===== config.mk =====
export PLATFORM = sky130hd
export DESIGN_NAME = slot_interchange
export DESIGN_NICKNAME = d
export VERILOG_FILES = /design/src/rtl/tsi_pkg.sv /design/src/rtl/tsi_slot_counter.sv /design/src/rtl/tsi_map_table.sv /design/src/rtl/tsi_sample_store.sv /design/src/rtl/slot_interchange.sv
export SDC_FILE = /design/constraint.sdc
export NUM_CORES = 1
export LEC_CHECK = 0
export ABC_AREA = 1
export ABC_CLOCK_PERIOD_IN_PS = 3900
export BUFFER_PORTS_ARGS = -buffer_cell sky130_fd_sc_hd__buf_2
export CAP_MARGIN = 25
export CELL_PAD_IN_SITES_DETAIL_PLACEMENT = 1
export CELL_PAD_IN_SITES_GLOBAL_PLACEMENT = 2
export CORE_ASPECT_RATIO = 1.5
export CORE_UTILIZATION = 33
export CTS_BUF_LIST = sky130_fd_sc_hd__clkbuf_2
export DETAILED_ROUTE_END_ITERATION = 6
export GPL_ROUTABILITY_DRIVEN = 1
export GPL_TIMING_DRIVEN = 0
export HOLD_SLACK_MARGIN = 0.12
export PLACE_DENSITY_LB_ADDON = 0.1
export SYNTH_ARGS = -nofsm -noshare
export SYNTH_HDL_FRONTEND = slang
export SYNTH_HIERARCHICAL = 1
export SYNTH_SLANG_ARGS = --single-unit

===== constraint.sdc =====
create_clock -name clk -period 3.9 [get_ports clk]
set_input_delay 0.195 -clock clk [delete_from_list [all_inputs] [get_ports clk]]
set_output_delay 0.195 -clock clk [all_outputs]
set_load 0.1 [all_outputs]

===== src/rtl/tsi_pkg.sv =====
package tsi_pkg;
  typedef enum logic {BANK_A = 1'b0, BANK_B = 1'b1} bank_e;

  function automatic bank_e other_bank(input bank_e b);
    return (b == BANK_A) ? BANK_B : BANK_A;
  endfunction
endpackage


===== src/rtl/tsi_slot_counter.sv =====
module tsi_slot_counter
  import tsi_pkg::*;
#(
  parameter int SLOTS = 32,
  localparam int IDX_W = $clog2(SLOTS)
) (
  input  logic             clk,
  input  logic             rst_n,
  input  logic             in_valid,
  input  logic             in_frame_start,
  output logic [IDX_W-1:0] slot_idx,
  output logic             boundary,
  output logic             live,
  output bank_e            wr_bank,
  output bank_e            rd_bank
);
  localparam logic [IDX_W-1:0] LAST = IDX_W'(SLOTS - 1);

  logic [IDX_W-1:0] cnt_q, cnt_d;
  bank_e            bank_q, bank_d;
  logic [1:0]       marks_q, marks_d;
  logic             cnt_en, bank_en, marks_en;

  // next-state
  always_comb begin
    boundary = in_valid & in_frame_start;
    slot_idx = boundary ? '0 : cnt_q;
    cnt_en   = in_valid;
    cnt_d    = (slot_idx == LAST) ? '0 : slot_idx + 1'b1;
    bank_en  = boundary;
    bank_d   = other_bank(bank_q);
    marks_en = boundary & (marks_q != 2'd2);
    marks_d  = marks_q + 2'd1;
    wr_bank  = boundary ? bank_d : bank_q;
    rd_bank  = other_bank(wr_bank);
    live     = boundary ? (marks_q != 2'd0) : (marks_q == 2'd2);
  end

  // registers
  always_ff @(posedge clk or negedge rst_n) begin
    if (!rst_n) begin
      cnt_q   <= '0;
      bank_q  <= BANK_A;
      marks_q <= 2'd0;
    end else begin
      if (cnt_en)   cnt_q   <= cnt_d;
      if (bank_en)  bank_q  <= bank_d;
      if (marks_en) marks_q <= marks_d;
    end
  end
endmodule


===== src/rtl/tsi_map_table.sv =====
module tsi_map_table #(
  parameter int SLOTS = 32,
  localparam int IDX_W = $clog2(SLOTS)
) (
  input  logic             clk,
  input  logic             rst_n,
  input  logic             wr_en,
  input  logic [IDX_W-1:0] wr_addr,
  input  logic [IDX_W-1:0] wr_data,
  input  logic             boundary,
  input  logic [IDX_W-1:0] rd_slot,
  output logic [IDX_W-1:0] rd_src
);
  logic [IDX_W-1:0] shadow_q [SLOTS];
  logic [IDX_W-1:0] active_q [SLOTS];
  logic             wr_ok;

  always_comb begin
    wr_ok  = wr_en & (int'(wr_addr) < SLOTS);
    // on a boundary cycle the staged table already governs slot 0
    rd_src = boundary ? shadow_q[rd_slot] : active_q[rd_slot];
  end

  always_ff @(posedge clk or negedge rst_n) begin
    if (!rst_n) begin
      for (int i = 0; i < SLOTS; i++) begin
        shadow_q[i] <= IDX_W'(i);
        active_q[i] <= IDX_W'(i);
      end
    end else begin
      if (wr_ok) shadow_q[wr_addr] <= wr_data;
      if (boundary) begin
        for (int i = 0; i < SLOTS; i++) active_q[i] <= shadow_q[i];
      end
    end
  end
endmodule


===== src/rtl/tsi_sample_store.sv =====
module tsi_sample_store
  import tsi_pkg::*;
#(
  parameter int SLOTS = 32,
  parameter int W = 8,
  localparam int IDX_W = $clog2(SLOTS)
) (
  input  logic             clk,
  input  logic             wr_en,
  input  bank_e            wr_bank,
  input  logic [IDX_W-1:0] wr_addr,
  input  logic [W-1:0]     wr_data,
  input  bank_e            rd_bank,
  input  logic [IDX_W-1:0] rd_addr,
  output logic [W-1:0]     rd_data
);
  logic [W-1:0] bank_rd [2];

  for (genvar b = 0; b < 2; b++) begin : g_bank
    logic [W-1:0] mem [SLOTS];
    logic         we;

    always_comb we = wr_en & (wr_bank == bank_e'(b));

    always_ff @(posedge clk) begin
      if (we) mem[wr_addr] <= wr_data;
    end

    always_comb bank_rd[b] = mem[rd_addr];
  end

  always_comb rd_data = bank_rd[rd_bank];
endmodule


===== src/rtl/slot_interchange.sv =====
module slot_interchange
  import tsi_pkg::*;
#(
  parameter int SLOTS = 32,
  parameter int W = 8,
  localparam int IDX_W = $clog2(SLOTS)
) (
  input  logic             clk,
  input  logic             rst_n,
  input  logic             in_valid,
  input  logic             in_frame_start,
  input  logic [W-1:0]     in_sample,
  input  logic             map_wr_en,
  input  logic [IDX_W-1:0] map_wr_addr,
  input  logic [IDX_W-1:0] map_wr_data,
  output logic             out_valid,
  output logic             out_frame_start,
  output logic [W-1:0]     out_sample
);
  logic [IDX_W-1:0] slot_idx, src_idx;
  logic             boundary, live;
  bank_e            wr_bank, rd_bank;
  logic [W-1:0]     rd_data;

  logic             ov_d, ofs_d, os_en;
  logic             ov_q, ofs_q;
  logic [W-1:0]     os_q;

  tsi_slot_counter #(.SLOTS(SLOTS)) u_cnt (
    .clk(clk), .rst_n(rst_n), .in_valid(in_valid), .in_frame_start(in_frame_start),
    .slot_idx(slot_idx), .boundary(boundary), .live(live),
    .wr_bank(wr_bank), .rd_bank(rd_bank)
  );

  tsi_map_table #(.SLOTS(SLOTS)) u_map (
    .clk(clk), .rst_n(rst_n), .wr_en(map_wr_en), .wr_addr(map_wr_addr),
    .wr_data(map_wr_data), .boundary(boundary), .rd_slot(slot_idx), .rd_src(src_idx)
  );

  tsi_sample_store #(.SLOTS(SLOTS), .W(W)) u_store (
    .clk(clk), .wr_en(in_valid), .wr_bank(wr_bank), .wr_addr(slot_idx),
    .wr_data(in_sample), .rd_bank(rd_bank), .rd_addr(src_idx), .rd_data(rd_data)
  );

  // next-state
  always_comb begin
    ov_d  = in_valid & live;
    ofs_d = boundary & live;
    os_en = ov_d;
  end

  // registers
  always_ff @(posedge clk or negedge rst_n) begin
    if (!rst_n) begin
      ov_q  <= 1'b0;
      ofs_q <= 1'b0;
      os_q  <= '0;
    end else begin
      ov_q  <= ov_d;
      ofs_q <= ofs_d;
      if (os_en) os_q <= rd_data;
    end
  end

  assign out_valid       = ov_q;
  assign out_frame_start = ofs_q;
  assign out_sample      = os_q;
endmodule


==> results of run 1 <==
power by group:
| group | total [mW] | internal, mW | switching [mW] |
|---|---|---|---|
| clock network | 6.13 | 2.27 | 3.86 |
| logic | 11.5 | 3.57 | 7.92 |
| registers | 11.1 | 10.6 | 0.537 |
| total | 28.8 | 16.4 | 12.3 |
flip-flops by register name, summed over array words and instances, names as in the netlist:
| name | cells |
|---|---|
| u_cnt/cnt_q | 5 |
| u_map/shadow_q | 160 |
| out_sample | 8 |
| out_valid | 1 |
| u_cnt/bank_q | 1 |
| u_map/active_q | 160 |
| u_store/g_bank.mem | 512 |
| u_cnt/marks_q | 2 |
| out_frame_start | 1 |
synthesized netlist by cell type, drive strengths merged:
| library cell | count |
|---|---|
| clkbuf | 92 |
| nand3 | 714 |
| nand2 | 1744 |
| buf | 143 |
| clkinv | 3 |
| o21ai | 142 |
| dfrtp | 178 |
| nor4 | 1 |
| dfstp | 160 |
| xor2 | 2 |
| xnor2 | 1 |
| a21oi | 25 |
| nor3 | 48 |
| nand4 | 1 |
| nor2 | 72 |
| inv | 51 |
| edfxtp | 512 |
| ha | 3 |
cell families (layout without fill, tap and decap cells):
logic type	after synthesis	after routing	synth area share, %
AND/OR/NAND/NOR	2580	2580	29.1
flip-flops	850	850	64.6
buffers and inverters	289	857	3.85
AO/OA/AOI/OAI	167	167	2.25
adder cells (fa/ha/maj)	3	3	0.101
XOR/XNOR	3	3	0.0908
other	0	10	0
worst max path at each step:
stage,start,to,slack (ns)
finish,u_cnt/cnt_q[0],out_sample[2],0.1
global route,u_cnt/cnt_q[0],out_sample[3],-0.005
global placement,rst_n,u_map/active_q[102],-4.66
detailed placement,in_valid,out_sample[4],-3.10
floorplan,in_valid,out_sample[5],0.84
CTS,u_cnt/cnt_q[0],out_sample[4],0.004
area by class of cell:
| type | count | area, µm² |
|---|---|---|
| fillers | 12764 | 66700 |
| flip-flops and latches | 850 | 24000 |
| multi-input cells | 2753 | 12700 |
| plain buffers | 232 | 2160 |
| repair buffers | 191 | 2110 |
| well taps | 1444 | 1810 |
| clock buffers | 319 | 1600 |
| clock inverters | 61 | 310 |
| inverters | 54 | 231 |
| diodes | 10 | 25.0 |
placed cells by master (no fill, tap or decap), drive strengths merged:
master,synthesis,layout
nand4,1,1
buf,143,244
dfrtp,178,178
nor3,48,48
nand3,714,714
xor2,2,2
bufinv,0,1
ha,3,3
o21ai,142,142
edfxtp,512,512
nand2,1744,1744
nor2,72,72
dlygate4sd3,0,88
inv,51,53
dfstp,160,160
clkinvlp,0,8
diode,0,10
xnor2,1,1
nor4,1,1
clkbuf,92,410
clkinv,3,53
a21oi,25,25
through the flow:
stage,util [%],setup WS (ns),TNS [ns]
floorplan,-,0.838,0
global placement,35.1,-4.66,-1278.28
detailed placement,35.6,-3.10,-27.99
CTS,39.6,0.00398,0
global route,40.3,-0.00547,-0.0149
finish,40.3,0.0971,0
routing by layer:
layer  up-vias  routed length, µm  GRT usage, %
li1      13959                  -             -
met1     14887              53000          26.4
met2       690              88000          54.5
met3       320               5130          4.27
met4         0              11600          18.3
met5         -                  0             0
repair_timing:
action                                 4_1_cts  5_1_grt
gates cloned                                 4        6
hold buffers                                95        0
buffers inserted                             3        7
resized for setup                          407      132
setup endpoints to repair                    8        8
pin swaps                                   19       31
endpoints found under the hold margin     1657        0
worst max-delay path, delay by kind of cell (launching register included):
kind	cells	cell delay (ns)
flip-flops	1	0.40
buffers and inverters	10	1.33
AND/OR/NAND/NOR	19	1.92
==> results.json, run 1 <==
{
  "routed_via_density": 5.05,
  "crit_path_start_kind": "register",
  "num-nets-final": 4320,
  "post-dp-hpwl_um": 111000,
  "die-area_um2": 114000,
  "relSlewSlack_pct": 23.2,
  "avgSynthCellArea_um2": 9.56,
  "grt_pass1_wl_um": 224000,
  "final_cells": 5914,
  "die_w_um": 276,
  "yosys.cell_types.count": 33,
  "clock_sinks": 850,
  "critPathMaxStageDelay_ns": 0.40,
  "gp_congestion": 0.909,
  "power_density_nw_per_um2": 639,
  "post_drt_wl_per_cell_um": 26.7,
  "synthTopCellsByArea": "edfxtp_1, nand2_1, dfrtp_1",
  "clkTransAtPathRegs_ns": 0.09,
  "min_to": "u_map/shadow_q[40]",
  "synth_top_area_share_pct": 41.3,
  "min_period_over_period_pct": 97.5,
  "antenna_found_initial": 3,
  "netlist_area_um2": 37200,
  "synth_top_area_cell": "edfxtp_1",
  "cts_inserted_buffers": 212,
  "r2r-start": "u_cnt/cnt_q[0]",
  "crit_arrival_ns": 5.31,
  "cts_max_path_buffers": 3,
  "worst_setup_path_end_kind": "register",
  "start_util_pct": 33.3,
  "area_growth_pct": 20.9,
  "ys_ff_latch": 850,
  "ys_seq_area_share_pct": 64.6,
  "yosys_warnings": 6,
  "coreArea_um2": 112000,
  "finish.instance_area_um2": 45000,
  "critPathRequiredTime_ns": 5.41,
  "cap_violations": 0,
  "rr_worst_depth": 29,
  "dr.pass1.iters": 5,
  "ant_nets": 0,
  "drive_above_1_share_pct": 22.1,
  "portBuffers": 32,
  "holdCritStartpoint": "map_wr_data[0]",
  "crit_path_frequent_cell": "buf_12",
  "cts_tree": "done",
  "overflow": 0,
  "holdCritPathClass": "primary input to register",
  "root_buffer": "clkbuf_2",
  "htree_levels": 4,
  "status": "finished clean",
  "r2r_end": "out_sample[2]",
  "vias": 29856,
  "ios": 33,
  "leakagePower_nw": 18.6,
  "crit_type": "register to register",
  "finalHoldViolations": 0,
  "syn_inst": 3892,
  "routed_wl_um": 158000,
  "reg2reg_slack_ns": 0.1,
  "min_path_cells": 6,
  "cpMaxStageDelayCell": "dfrtp_1",
  "core.rowCount": 150,
  "finClkSkew_ns": 0.104,
  "grt_max_degree": 111,
  "place_inst": 5409,
  "place_area_um2": 39800,
  "ir_worst_vdd_uv": 245,
  "fmax_mhz": 263,
  "worst_pin_slew_ns": 1.15,
  "gr-usage-all-layers_pct": 27.7,
  "totalPowerFinal_mw": 28.8,
  "drtIter0Drc": 1576,
  "slew_viol_final": 0,
  "hold_slack_ns": 0.270,
  "setup_viol": 0,
  "grt_pass1_vias": 31786,
  "crit_fanout": 10,
  "synth_nets": 3918,
  "clkLatencyLatePin_ns": 1.70,
  "min_period_ns": 3.80,
  "fp.dieH_um": 413,
  "drcViolationCount": 0
}
Note: power is estimated with default switching activity, not from simulation.
==> run 2, diff against run 1 <==
==> constraint.sdc (replaced) <==
create_clock -name clk -period 3.9 [get_ports clk]
set_input_delay 0.78 -clock clk [delete_from_list [all_inputs] [get_ports clk]]
set_output_delay 0.78 -clock clk [all_outputs]
set_load 0.1 [all_outputs]
==> results.json, run 2 (synthesis results as in run 1) <==
{
  "status": "finished clean",
  "largest_reg_flops": 512,
  "core.rowCount": 150,
  "setup_viol": 0,
  "die-area_um2": 114000,
  "power_density_nw_per_um2": 644,
  "top_usage_layer": "met2",
  "top_register": "u_store/g_bank.mem",
  "hold_slack_ns": 0.279,
  "post-dp-hpwl_um": 111000,
  "overflow": 0,
  "finalHoldViolations": 0,
  "root_buffer": "clkbuf_2",
  "reg2reg_slack_ns": 0.09,
  "cts_inserted_buffers": 212,
  "coreArea_um2": 112000,
  "routed_via_density": 5.06,
  "worst_setup_path_end_kind": "register",
  "startpoint": "u_cnt/cnt_q[0]",
  "crit_fanout": 10,
  "min_period_over_period_pct": 97.8,
  "clock_sinks": 850,
  "drcViolationCount": 0,
  "fmax_mhz": 262,
  "final_cell_mix": "nand2_1, nand3_1, edfxtp_1, clkbuf_2, dfrtp_1",
  "finClkSkew_ns": 0.0935,
  "dr.pass1.iters": 5,
  "gr-usage-all-layers_pct": 27.4,
  "pwr-share-comb_pct": 40.0,
  "htree_levels": 4,
  "portBuffers": 32,
  "grt_use_met1_pct": 26.3,
  "post_drt_wl_per_cell_um": 26.6,
  "final_common_cell": "nand2_1",
  "ff_latch_area_um2": 24000,
  "min_period_ns": 3.81,
  "drive_above_1_share_pct": 22.4,
  "num-nets-final": 4284,
  "power.switching_mw": 12.3,
  "leakagePower_nw": 18.4,
  "area_growth_pct": 20.0,
  "grt_max_degree": 111,
  "cp-endpoint": "out_sample[6]",
  "min_path_cells": 2,
  "rr_worst_depth": 29,
  "fp.dieH_um": 413,
  "ir_worst_vdd_uv": 242,
  "p_int_mw": 16.4,
  "ios": 33,
  "grt_pass1_wl_um": 222000,
  "cap_violations": 0,
  "fillers": 12764,
  "ant_nets": 0,
  "critPathMaxStageDelay_ns": 0.40,
  "clockPowerShare_pct": 21.3,
  "start_util_pct": 33.3,
  "routed_wl_um": 156000,
  "place_inst": 5409,
  "clkLatencyLatePin_ns": 1.66,
  "multi_input_area_um2": 12800,
  "crit_type": "register to register",
  "critPathRequiredTime_ns": 5.39,
  "r2r-start": "u_cnt/cnt_q[0]",
  "clkTransAtPathRegs_ns": 0.10,
  "grtUsageMet3_pct": 4.28,
  "cts_tree": "done",
  "crit_path_start_kind": "register",
  "vias": 29774,
  "crit_arrival_ns": 5.31,
  "die_w_um": 276,
  "totalPowerFinal_mw": 28.8,
  "dp_slack_ns": -3.68,
  "gp_congestion": 0.909,
  "r2r_end": "out_sample[6]",
  "drtIter0Drc": 1626,
  "fin_util_pct": 40.0,
  "reg_top3": "u_store/g_bank.mem x512, u_map/active_q x160, u_map/shadow_q x160",
  "met2_usage_pct": 53.7,
  "holdCritPathClass": "primary input to register",
  "cts_max_path_buffers": 3,
  "cpMaxStageDelayCell": "dfrtp_1",
  "final_cells": 5879,
  "relSlewSlack_pct": 25.2,
  "antenna_found_initial": 2,
  "switching_share_pct": 42.9,
  "worst_pin_slew_ns": 1.12,
  "seq_power_share_pct": 38.7,
  "grt_pass1_vias": 31631,
  "slew_viol_final": 0,
  "worst_slack_ns": 0.0868
}
run 2: repair_timing:
item                                    4_1_cts  5_1_grt
gates resized for setup                     407      150
endpoints found under the setup margin        8        8
pin swaps                                    19       37
cloned                                        4        6
hold buffers                                 60        0
setup buffers                                 3        6
hold endpoints to repair                    995        0
run 2: metrics by stage:
step | TNS, ns | instance area (µm²)
3_3_place_gp | -1697.52 | 39200
2_1_floorplan | 0 | 37200
4_1_cts | 0 | 43800
6_report | 0 | 44600
5_1_grt | -0.0782 | 44600
3_5_place_dp | -142.41 | 39800
run 2: worst min path at each step:
stage,slack [ns],start,end
floorplan,0.44,u_cnt/marks_q[0],u_cnt/marks_q[0]
global route,0.12,in_sample[0],u_store/g_bank[1].mem[2][0]
finish,0.28,in_sample[0],u_store/g_bank[1].mem[2][0]
detailed placement,0.45,u_map/active_q[80],u_map/active_q[80]
CTS,0.13,map_wr_addr[1],u_map/shadow_q[127]
global placement,0.45,u_map/active_q[98],u_map/active_q[98]
run 2: power groups by stage:
stage                     clock network (mW)  registers (mW)  logic, mW
after floorplan                            0            11.4       5.16
after global placement                     0            11.3       9.59
after detailed placement                   0            11.3       9.73
after CTS                               6.41            11.1       11.0
after global routing                    6.82            11.2       12.2
final                                   6.12            11.1       11.5
run 2: layer usage:
layer	part of all wire, %	vias up
met3	3.2	335
met2	56	659
met4	7.5	0
met1	34	14900
li1	-	13880
met5	0	-
run 2: area by class of cell:
cell class | instances | area share (%)
repair buffers | 155 | 3.72
well taps | 1444 | 4.05
diodes | 11 | 0.0617
clock buffers | 319 | 3.58
flip-flops and latches | 850 | 53.8
clock inverters | 61 | 0.695
inverters | 54 | 0.513
plain buffers | 232 | 4.87
multi-input cells | 2753 | 28.7
run 2: worst max-delay path: cells and delay by family, from the launching register on:
| kind | cells | cell delay (ns) |
|---|---|---|
| buffers and inverters | 10 | 1.37 |
| flip-flops | 1 | 0.40 |
| AND/OR/NAND/NOR | 19 | 1.91 |
